--- src/rtl/tmr_pkg.sv ---
package tmr_pkg;
  localparam int unsigned DW      = 32;
  localparam int unsigned CTL_W   = 16;
  localparam int unsigned SEL_W   = 3;
  localparam int unsigned IE_BIT  = 5;
  localparam int unsigned UNF_BIT = 8;
  localparam int unsigned PRE_W   = 8;
  localparam int unsigned RUN_W   = 8;
  localparam logic [CTL_W-1:0] CTL_RST = 16'h0020;

  typedef enum logic [1:0] {
    REG_RLD = 2'd0,
    REG_CNT = 2'd1,
    REG_CTL = 2'd2
  } ch_reg_e;

  // terminal prescale count: 4 << (2*sel) - 1, sel >= 3 saturates at /256
  function automatic logic [PRE_W-1:0] pre_last(input logic [SEL_W-1:0] sel);
    logic [PRE_W-1:0] r;
    case (sel)
      3'd0:    r = 8'd3;
      3'd1:    r = 8'd15;
      3'd2:    r = 8'd63;
      default: r = 8'd255;
    endcase
    return r;
  endfunction
endpackage

--- src/rtl/tmr_prescaler.sv ---
module tmr_prescaler
  import tmr_pkg::*;
(
  input  logic             clk_i,
  input  logic             rst_ni,
  input  logic             run_i,
  input  logic [SEL_W-1:0] sel_i,
  output logic             tick_o
);
  logic [PRE_W-1:0] pre_q;
  logic [PRE_W-1:0] last;

  assign last   = pre_last(sel_i);
  // >= so a select change mid-period cannot strand the counter past its limit
  assign tick_o = run_i && (pre_q >= last);

  always_ff @(posedge clk_i or negedge rst_ni) begin
    if (!rst_ni)      pre_q <= '0;
    else if (!run_i)  pre_q <= '0;
    else if (tick_o)  pre_q <= '0;
    else              pre_q <= pre_q + 1'b1;
  end
endmodule

--- src/rtl/tmr_channel.sv ---
module tmr_channel
  import tmr_pkg::*;
(
  input  logic             clk_i,
  input  logic             rst_ni,
  input  logic             tick_i,
  input  logic             wr_rld_i,
  input  logic             wr_cnt_i,
  input  logic             wr_ctl_i,
  input  logic [DW-1:0]    wdata_i,
  output logic [DW-1:0]    rld_o,
  output logic [DW-1:0]    cnt_o,
  output logic [CTL_W-1:0] ctl_o,
  output logic [SEL_W-1:0] sel_o,
  output logic             flag_o,
  output logic             ie_o,
  output logic             irq_o
);
  logic [DW-1:0]    rld_q, cnt_q;
  logic [SEL_W-1:0] sel_q;
  logic             ie_q, flag_q, unf, sw_clr;

  assign unf    = tick_i && (cnt_q == '0);
  assign sw_clr = wr_ctl_i && !wdata_i[UNF_BIT];

  always_ff @(posedge clk_i or negedge rst_ni) begin
    if (!rst_ni) rld_q <= '0;
    else if (wr_rld_i) rld_q <= wdata_i;
  end

  always_ff @(posedge clk_i or negedge rst_ni) begin
    if (!rst_ni)       cnt_q <= '0;
    else if (wr_cnt_i) cnt_q <= wdata_i;
    else if (unf)      cnt_q <= rld_q;
    else if (tick_i)   cnt_q <= cnt_q - 1'b1;
  end

  always_ff @(posedge clk_i or negedge rst_ni) begin
    if (!rst_ni) begin
      sel_q <= CTL_RST[SEL_W-1:0];
      ie_q  <= CTL_RST[IE_BIT];
    end else if (wr_ctl_i) begin
      sel_q <= wdata_i[SEL_W-1:0];
      ie_q  <= wdata_i[IE_BIT];
    end
  end

  // hardware set outranks a software clear on the same edge
  always_ff @(posedge clk_i or negedge rst_ni) begin
    if (!rst_ni)     flag_q <= CTL_RST[UNF_BIT];
    else if (unf)    flag_q <= 1'b1;
    else if (sw_clr) flag_q <= 1'b0;
  end

  always_comb begin
    ctl_o              = '0;
    ctl_o[SEL_W-1:0]   = sel_q;
    ctl_o[IE_BIT]      = ie_q;
    ctl_o[UNF_BIT]     = flag_q;
  end

  assign rld_o  = rld_q;
  assign cnt_o  = cnt_q;
  assign sel_o  = sel_q;
  assign flag_o = flag_q;
  assign ie_o   = ie_q;
  assign irq_o  = flag_q & ie_q;
endmodule

--- src/rtl/tmr_unit.sv ---
module tmr_unit
  import tmr_pkg::*;
#(
  parameter int unsigned NCH    = 2,
  parameter int unsigned ADDR_W = 6
) (
  input  logic              clk_i,
  input  logic              rst_ni,
  input  logic              req_i,
  input  logic              we_i,
  input  logic [ADDR_W-1:0] addr_i,
  input  logic [DW-1:0]     wdata_i,
  output logic [DW-1:0]     rdata_o,
  output logic [NCH-1:0]    irq_o
);
  localparam logic [RUN_W-1:0] RUN_MASK = RUN_W'((1 << NCH) - 1);

  logic                       wr;
  logic [RUN_W-1:0]           run_q;
  logic [NCH-1:0]             run_w, tick_w, wr_rld_w, wr_cnt_w, wr_ctl_w;
  logic [NCH-1:0]             flag_w, ie_w;
  logic [NCH-1:0][DW-1:0]     rld_w, cnt_w;
  logic [NCH-1:0][CTL_W-1:0]  ctl_w;
  logic [NCH-1:0][SEL_W-1:0]  sel_w;

  assign wr = req_i && we_i;

  always_ff @(posedge clk_i or negedge rst_ni) begin
    if (!rst_ni) run_q <= '0;
    else if (wr && addr_i == '0) run_q <= wdata_i[RUN_W-1:0] & RUN_MASK;
  end

  for (genvar c = 0; c < NCH; c++) begin : g_ch
    localparam int unsigned BASE = 4 * (c + 1);

    assign run_w[c]    = run_q[c];
    assign wr_rld_w[c] = wr && (addr_i == ADDR_W'(BASE + int'(REG_RLD)));
    assign wr_cnt_w[c] = wr && (addr_i == ADDR_W'(BASE + int'(REG_CNT)));
    assign wr_ctl_w[c] = wr && (addr_i == ADDR_W'(BASE + int'(REG_CTL)));

    tmr_prescaler i_pre (
      .clk_i  (clk_i),
      .rst_ni (rst_ni),
      .run_i  (run_w[c]),
      .sel_i  (sel_w[c]),
      .tick_o (tick_w[c])
    );

    tmr_channel i_chan (
      .clk_i    (clk_i),
      .rst_ni   (rst_ni),
      .tick_i   (tick_w[c]),
      .wr_rld_i (wr_rld_w[c]),
      .wr_cnt_i (wr_cnt_w[c]),
      .wr_ctl_i (wr_ctl_w[c]),
      .wdata_i  (wdata_i),
      .rld_o    (rld_w[c]),
      .cnt_o    (cnt_w[c]),
      .ctl_o    (ctl_w[c]),
      .sel_o    (sel_w[c]),
      .flag_o   (flag_w[c]),
      .ie_o     (ie_w[c]),
      .irq_o    (irq_o[c])
    );
  end

  always_comb begin
    rdata_o = '0;
    if (addr_i == '0) rdata_o[RUN_W-1:0] = run_q;
    for (int c = 0; c < NCH; c++) begin
      if (addr_i == ADDR_W'(4 * c + 4 + int'(REG_RLD))) rdata_o = rld_w[c];
      if (addr_i == ADDR_W'(4 * c + 4 + int'(REG_CNT))) rdata_o = cnt_w[c];
      if (addr_i == ADDR_W'(4 * c + 4 + int'(REG_CTL))) rdata_o = DW'(ctl_w[c]);
    end
  end
endmodule

--- config.mk ---
export PLATFORM = sky130hd
export DESIGN_NAME = tmr_unit
export DESIGN_NICKNAME = d
export VERILOG_FILES = /design/src/rtl/tmr_pkg.sv /design/src/rtl/tmr_prescaler.sv /design/src/rtl/tmr_channel.sv /design/src/rtl/tmr_unit.sv
export SDC_FILE = /design/constraint.sdc
export NUM_CORES = 1
export LEC_CHECK = 0
export BUFFER_PORTS_ARGS = -buffer_cell sky130_fd_sc_hd__buf_4
export CAP_MARGIN = 20
export CORE_UTILIZATION = 57
export CTS_CLUSTER_SIZE = 10
export DETAILED_ROUTE_END_ITERATION = 10
export GPL_TIMING_DRIVEN = 0
export PLACE_DENSITY = 0.76
export SKIP_CTS_REPAIR_TIMING = 1
export SYNTH_ARGS = -nofsm -noshare
export SYNTH_HDL_FRONTEND = slang
export SYNTH_SLANG_ARGS = --single-unit
--- constraint.sdc ---
create_clock -name clk_i -period 7.5 [get_ports clk_i]
set_clock_uncertainty 0.15 [all_clocks]
set_input_delay 0.375 -clock clk_i [delete_from_list [all_inputs] [get_ports clk_i]]
set_output_delay 0.375 -clock clk_i [all_outputs]
set_load 0.005 [all_outputs]
---- Yosys cells after proc, flatten, opt, wreduce, memory -nomap -nowiden ----
Index checks and enable logic that the tools add are counted.
word-level totals
  bits in registers ....................... 156
  input port bits ......................... 42
  output and inout port bits .............. 34
  word-level logic and storage cells ...... 78
cells by class
  add/sub/neg operators ................... 4
  magnitude comparators ................... 2
  equal/unequal tests ..................... 10
  mux-type cells .......................... 23
  bitwise logic cells ..................... 2
  reduce and logical (&&, ||, !) cells .... 24
operator list
  cell                                                                   count
  32-bit two-way mux                                                     12
  32-bit zero test                                                       2
  32-bit by 1-bit subtractor with 32-bit output, second input constant   2
  8-bit case mux with 3 select lines                                     2
  8-bit two-way mux                                                      4
  6-bit by 3-bit equality test with 1-bit output, second input constant  3
  6-bit by 4-bit equality test with 1-bit output, second input constant  3
  8-bit by 1-bit adder with 8-bit output, second input constant          2
  8-bit >= comparator                                                    2
  1-bit logical AND                                                      14
  3-bit by 1-bit equality test with 1-bit output, second input constant  2
  3-bit by 2-bit equality test with 1-bit output, second input constant  2
  3-bit zero test                                                        2
  6-bit zero test                                                        1
  3-bit nonzero test                                                     2
  1-bit two-way mux                                                      4
  2-bit nonzero test                                                     2
  1-bit bitwise AND                                                      2
  2-bit two-way mux                                                      1
  1-bit zero test                                                        1

---- Depth between registers and ports, before layout ----
  depth after elaboration ................. 8
  depth in mapped cells ................... 10
  depth with buffers taken out ............ 8

---- Modules after synthesis ----
From an unflattened synthesis, not the netlist that was laid out.
second synthesis, totals
  cell total of the unflattened synthesis .. 1033
  area, all modules ....................... 9800.6 µm²
by module, submodules not included
  module         instances  cells each  area each (µm²)  sequential area each (µm²)
  tmr_channel    2          381         3794.9           1727.9
  tmr_unit       1          171         1179.9           50.0
  tmr_prescaler  2          50          515.5            200.2

---- Worst setup path before layout ----
No wires, ideal clock.
  path kind ............................... reg2reg
  start point ............................. reg g_ch[1].i_chan.cnt_q[6]
  end point ............................... reg g_ch[1].i_chan.cnt_q[26]
  library setup time ...................... 0.121 ns
  arrival ................................. 2.485 ns
  data required time ...................... 7.229 ns
  path slack .............................. 4.744 ns
  cell stages (with the launch flop) ...... 10
  path buffers ............................ 3
  period minus slack after synthesis ...... 2.756 ns
  cell sequence ........................... dfrtp_1 -> buf_6 -> or4_4 -> or3_1 -> buf_2 -> or4_4 -> buf_6 -> a2bb2oi_1 -> mux2_4 -> a22o_1
between the ends
  cells in the longest elaborated chain, start to end .. 4
  elaborated cells on any way between the ends .. 7
  classes of those cells .................. add/sub: 1; mux: 3; reduce/logical: 3
ends and longest elaborated chain
  item                                                                                      RTL line                              text
  from (decl)                                                                               tmr_channel.sv:19                     logic [DW-1:0] rld_q, cnt_q;
  from (signal assigned)                                                                    tmr_channel.sv:33                     else if (wr_cnt_i) cnt_q <= wdata_i;
  from (signal assigned)                                                                    tmr_channel.sv:34                     else if (unf) cnt_q <= rld_q;
  from (signal assigned)                                                                    tmr_channel.sv:35                     else if (tick_i) cnt_q <= cnt_q - 1'b1;
  32-bit by 1-bit subtractor with 32-bit output / 32-bit zero test (equally long branches)  tmr_channel.sv:35, tmr_channel.sv:23
  32-bit two-way mux / 1-bit logical AND (equally long branches)                            tmr_channel.sv:35, tmr_channel.sv:23
  32-bit two-way mux                                                                        tmr_channel.sv:34
  32-bit two-way mux                                                                        tmr_channel.sv:33
Parallel ways exist; a longest one is shown, timed or not. The select of a mux whose other input is x is not followed.
A chain may end at the register's enable or synchronous reset.

---- Worst setup path in the final report ----
  start point ............................. in addr_i[3]
  end point ............................... out rdata_o[11]
between the ends
  cells in the longest elaborated chain, start to end .. 7
  elaborated cells on any way between the ends .. 12
  classes of those cells .................. eq/ne: 6; mux: 6
ends and longest elaborated chain
  item                                            RTL line        text
  from (decl)                                     tmr_unit.sv:11  input logic [ADDR_W-1:0] addr_i,
  6-bit by 3-bit equality test with 1-bit output  tmr_unit.sv:71  if (addr_i == ADDR_W'(4 * c + 4 + int'(REG_RLD))) rdata_o = rld_w[c];
  32-bit two-way mux                              tmr_unit.sv:71
  32-bit two-way mux                              tmr_unit.sv:72  if (addr_i == ADDR_W'(4 * c + 4 + int'(REG_CNT))) rdata_o = cnt_w[c];
  32-bit two-way mux                              tmr_unit.sv:73  if (addr_i == ADDR_W'(4 * c + 4 + int'(REG_CTL))) rdata_o = DW'(ctl_w[c]);
  32-bit two-way mux                              tmr_unit.sv:71
  32-bit two-way mux                              tmr_unit.sv:72
  32-bit two-way mux *                            tmr_unit.sv:73
  to (decl)                                       tmr_unit.sv:13  output logic [DW-1:0] rdata_o,
Mark *: on every way between the ends. The rest lies on a longest branch, timed or not.

==> flow_summary.ini <==
[place]
gp_congestion = 0.9313
port_buffers = 75
dp_slack_ns = 3.787
dp_cells = 1414
dp_hpwl_mm = 25.23

[clocking]
clk_latency_ns = 0.44
htreeDepth = 4
clk_pin_slew_ns = 0.06
clock-root-buffer = clkbuf_16
cts_tree = yes
clkSinkCount = 156
cts_inserted_buffers = 17
cts_buffer_depth = 2

[timing]
rsz0062_at_grt = false
fin_crit_sh_pct = 50.57
finalCriticalPeriod_ns = 3.792
timing.hold.ws_ns = 0.04144
hold_viol_final = 0
finalWorstSetupSlack_ns = 3.708
clock.fmax_ghz = 0.2637
tns_ns = 0
relSlewSlack_pct = 20.39
worst_pin_slew_ns = 1.185
finalSetupViolations = 0
drv_slew = 0

[power_and_ir_drop]
leakagePower_nw = 4.621
powerDensity_nw_per_um2 = 184.3
ir_drop_uv = 175.5

[min_path]
hold_path.class = in -> reg
whs_path_depth = 2
min_from = wdata_i[7]
holdPathEnd = g_ch[1].i_chan.cnt_o[7]

[grt]
antenna_found_initial = 0
grt_pass1_wl_mm = 52.46
track_usage_pct = 39.38
overflow = 0
grt_max_degree = 90
grt_pass1_vias = 9072

[synth]
syn_area_um2 = 9759
ys.flop_type = dfrtp_1
ys_ff_latch = 156
synthArstFlopShare_pct = 100.0
synth_seq_area_share_pct = 40.03
yosysUniqueCellTypes = 69
synth_area_leaders = dfrtp_1 39%, mux2_2 8.7%, nor2_1 4.6%
ys_warn_count = 0
postSynthAreaPerCell_um2 = 8.745
synthCells = 1116
synth_edf_count = 0
synth_nets = 1176
yosys.area.top_type_share_pct = 39.49
yosys.area.top_type = dfrtp_1

[worst_setup_path]
max_stage_delay_ns = 0.75
r2r_setup_slack_ns = 3.99
cp-start-kind = primary input
critPathCaptureType = primary output
critPathArrivalTime_ns = 3.27
path_class = in -> out
reg2reg_to = g_ch[1].i_chan.cnt_o[12]
slowest_stage = nor2_1
worst-r2r-cell-count = 8
path_cells = buf_4 > or4b_1 > clkbuf_1 > nor2_1 > clkbuf_1 > nand2_1 > a311oi_1 > buf_4
rr_startpoint = g_ch[1].i_chan.cnt_o[17]
worstPathRequired_ns = 6.97
critPathMaxFanout = 10

[route]
dr_wl_met3_mm = 3.941
wl_met2_mm = 14.97
drc = 0
ant_nets = 0
routed_wirelength_mm = 33.93
dr.pass1.iters = 5
vias = 9655
drt-met1-wl_mm = 13.76
wl_per_cell_um = 23.45
top_layer = met4
via_per_inst = 6.672
drtIter0Drc = 1164

[floorplan]
ios = 76
num_rows = 47
dieWidth_um = 132.9
coreArea_um2 = 16640
start_util_pct = 58.64
dieArea_um2 = 17650
fp.dieH_um = 132.9

[cells_and_area]
multi_input_area_um2 = 5475
n_antenna_cell = 0
drive_gt1_share_pct = 16.79
finalNonFillerCells = 1447
synthToLayoutAreaGrowth_pct = 14.97
fill_cells = 1414
nNetsFinal = 1274
post-route-util_pct = 67.42
seq_area_um2 = 3906

[run_status]
outcome = finished, final reports clean

[job]
maxCapViolCount = 0
## layer usage
layer / vias up / GRT usage [%]
met4: 0 / 17.05
met5: - / 0
met2: 601 / 58.67
met1: 4647 / 53.84
met3: 98 / 10.65
li1: 4309 / -
## area by class of cell
type                            count  area share [%]
Tap cell                          220           2.453
Timing Repair Buffer               79           5.553
Multi-Input combinational cell    865           48.80
Clock buffer                       17           3.791
Buffer                             84           3.055
Clock inverter                     15           1.171
Sequential cell                   156           34.81
Inverter                           11          0.3680
## report_power, final
group | leakage, nW | total [mW] | switching, mW | internal [mW]
combinational | 2.43 | 0.253 | 0.145 | 0.108
sequential | 1.93 | 0.982 | 0.0791 | 0.903
clock | 0.261 | 0.832 | 0.398 | 0.434
total | 4.62 | 2.07 | 0.622 | 1.45
## worst max-delay path: cells and delay by family
family / cells / cell delay, ns
AO/OA/AOI/OAI: 1 / 0.50
buffers and inverters: 4 / 0.98
AND/OR/NAND/NOR: 3 / 1.41
## how the worst max path moves through the flow
stage / start / endpoint / slack [ns] / cells after the start
floorplan: g_ch[1].i_chan.cnt_o[6] / g_ch[1].i_chan.cnt_o[26] / 4.74 / 9
global placement: g_ch[1].i_chan.cnt_o[0] / g_ch[1].i_chan.cnt_o[28] / 3.43 / 8
detailed placement: addr_i[3] / rdata_o[11] / 3.79 / 8
CTS: addr_i[3] / rdata_o[11] / 3.79 / 8
global route: addr_i[3] / rdata_o[11] / 3.69 / 8
finish: addr_i[3] / rdata_o[11] / 3.71 / 8
## cells in the mapped netlist, types with 5 or more instances
master     count
nor3_1        39
xor2_1        19
o22ai_1       10
and3_1        13
clkbuf_1      67
a221oi_1       6
a22o_1         5
inv_1         11
o31ai_1       12
ha_1          18
nor2_1       119
nand4_1       13
or4_1          6
a311oi_1      27
a21oi_1       88
xnor2_1       22
mux2i_1       11
o21ai_0       78
nor4_1        21
and2_1         5
o211ai_1      19
dfrtp_1      154
a2bb2oi_1      5
a211o_1        9
a21o_1         5
o21a_1         8
nand3_1       38
mux2_2        75
or3_1         14
nand2_1      118
buf_1          9
## per-stage QoR
step | power (mW) | cell area (um^2)
global placement | 1.226 | 10600
detailed placement | 1.237 | 10650
finish | 2.068 | 11220
global route | 2.131 | 11220
CTS | 2.060 | 11210
floorplan | 1.113 | 9759
## kinds of logic (layout without fill, tap and decap cells)
logic type,count (synthesis),in the layout,share of synthesized area (%)
multiplexers,87,87,9.936
AND/OR/NAND/NOR,414,414,20.14
adder cells (fa/ha/maj),18,18,2.308
buffers and inverters,95,206,3.936
flip-flops,156,156,40.03
AO/OA/AOI/OAI,305,305,19.97
XOR/XNOR,41,41,3.679
## sequential cells by signal (all words and copies together) (netlist names)
| signal | count |
|---|---|
| g_ch.i_chan.flag_o | 2 |
| g_ch.i_pre.pre_q | 16 |
| g_ch.i_chan.sel_o | 6 |
| g_ch.i_chan.ie_o | 2 |
| g_ch.i_chan.rld_o | 64 |
| g_ch.i_chan.cnt_o | 64 |
| run_q | 2 |
## cell usage in the layout (no fill, tap or decap), types with 5 or more instances in the layout
master	netlist	layout
clkbuf_16	0	17
o211ai_1	19	19
nor2_1	119	119
mux2_2	75	75
buf_1	9	9
and2_1	5	5
a211o_1	9	9
a2bb2oi_1	5	5
nor4_1	21	21
o21ai_0	78	78
xnor2_1	22	22
mux2i_1	11	11
nand2_1	118	118
nand4_1	13	13
or3_1	14	14
nor3_1	39	39
and3_1	13	13
a22o_1	5	5
clkbuf_1	67	67
a311oi_1	27	27
or4_1	6	6
ha_1	18	18
inv_6	0	5
inv_1	11	11
o22ai_1	10	10
a21oi_1	88	88
buf_4	2	78
o31ai_1	12	12
a221oi_1	6	6
xor2_1	19	19
nand3_1	38	38
o21a_1	8	8
dfrtp_1	154	154
a21o_1	5	5
Power figures use the tool's default switching activity.
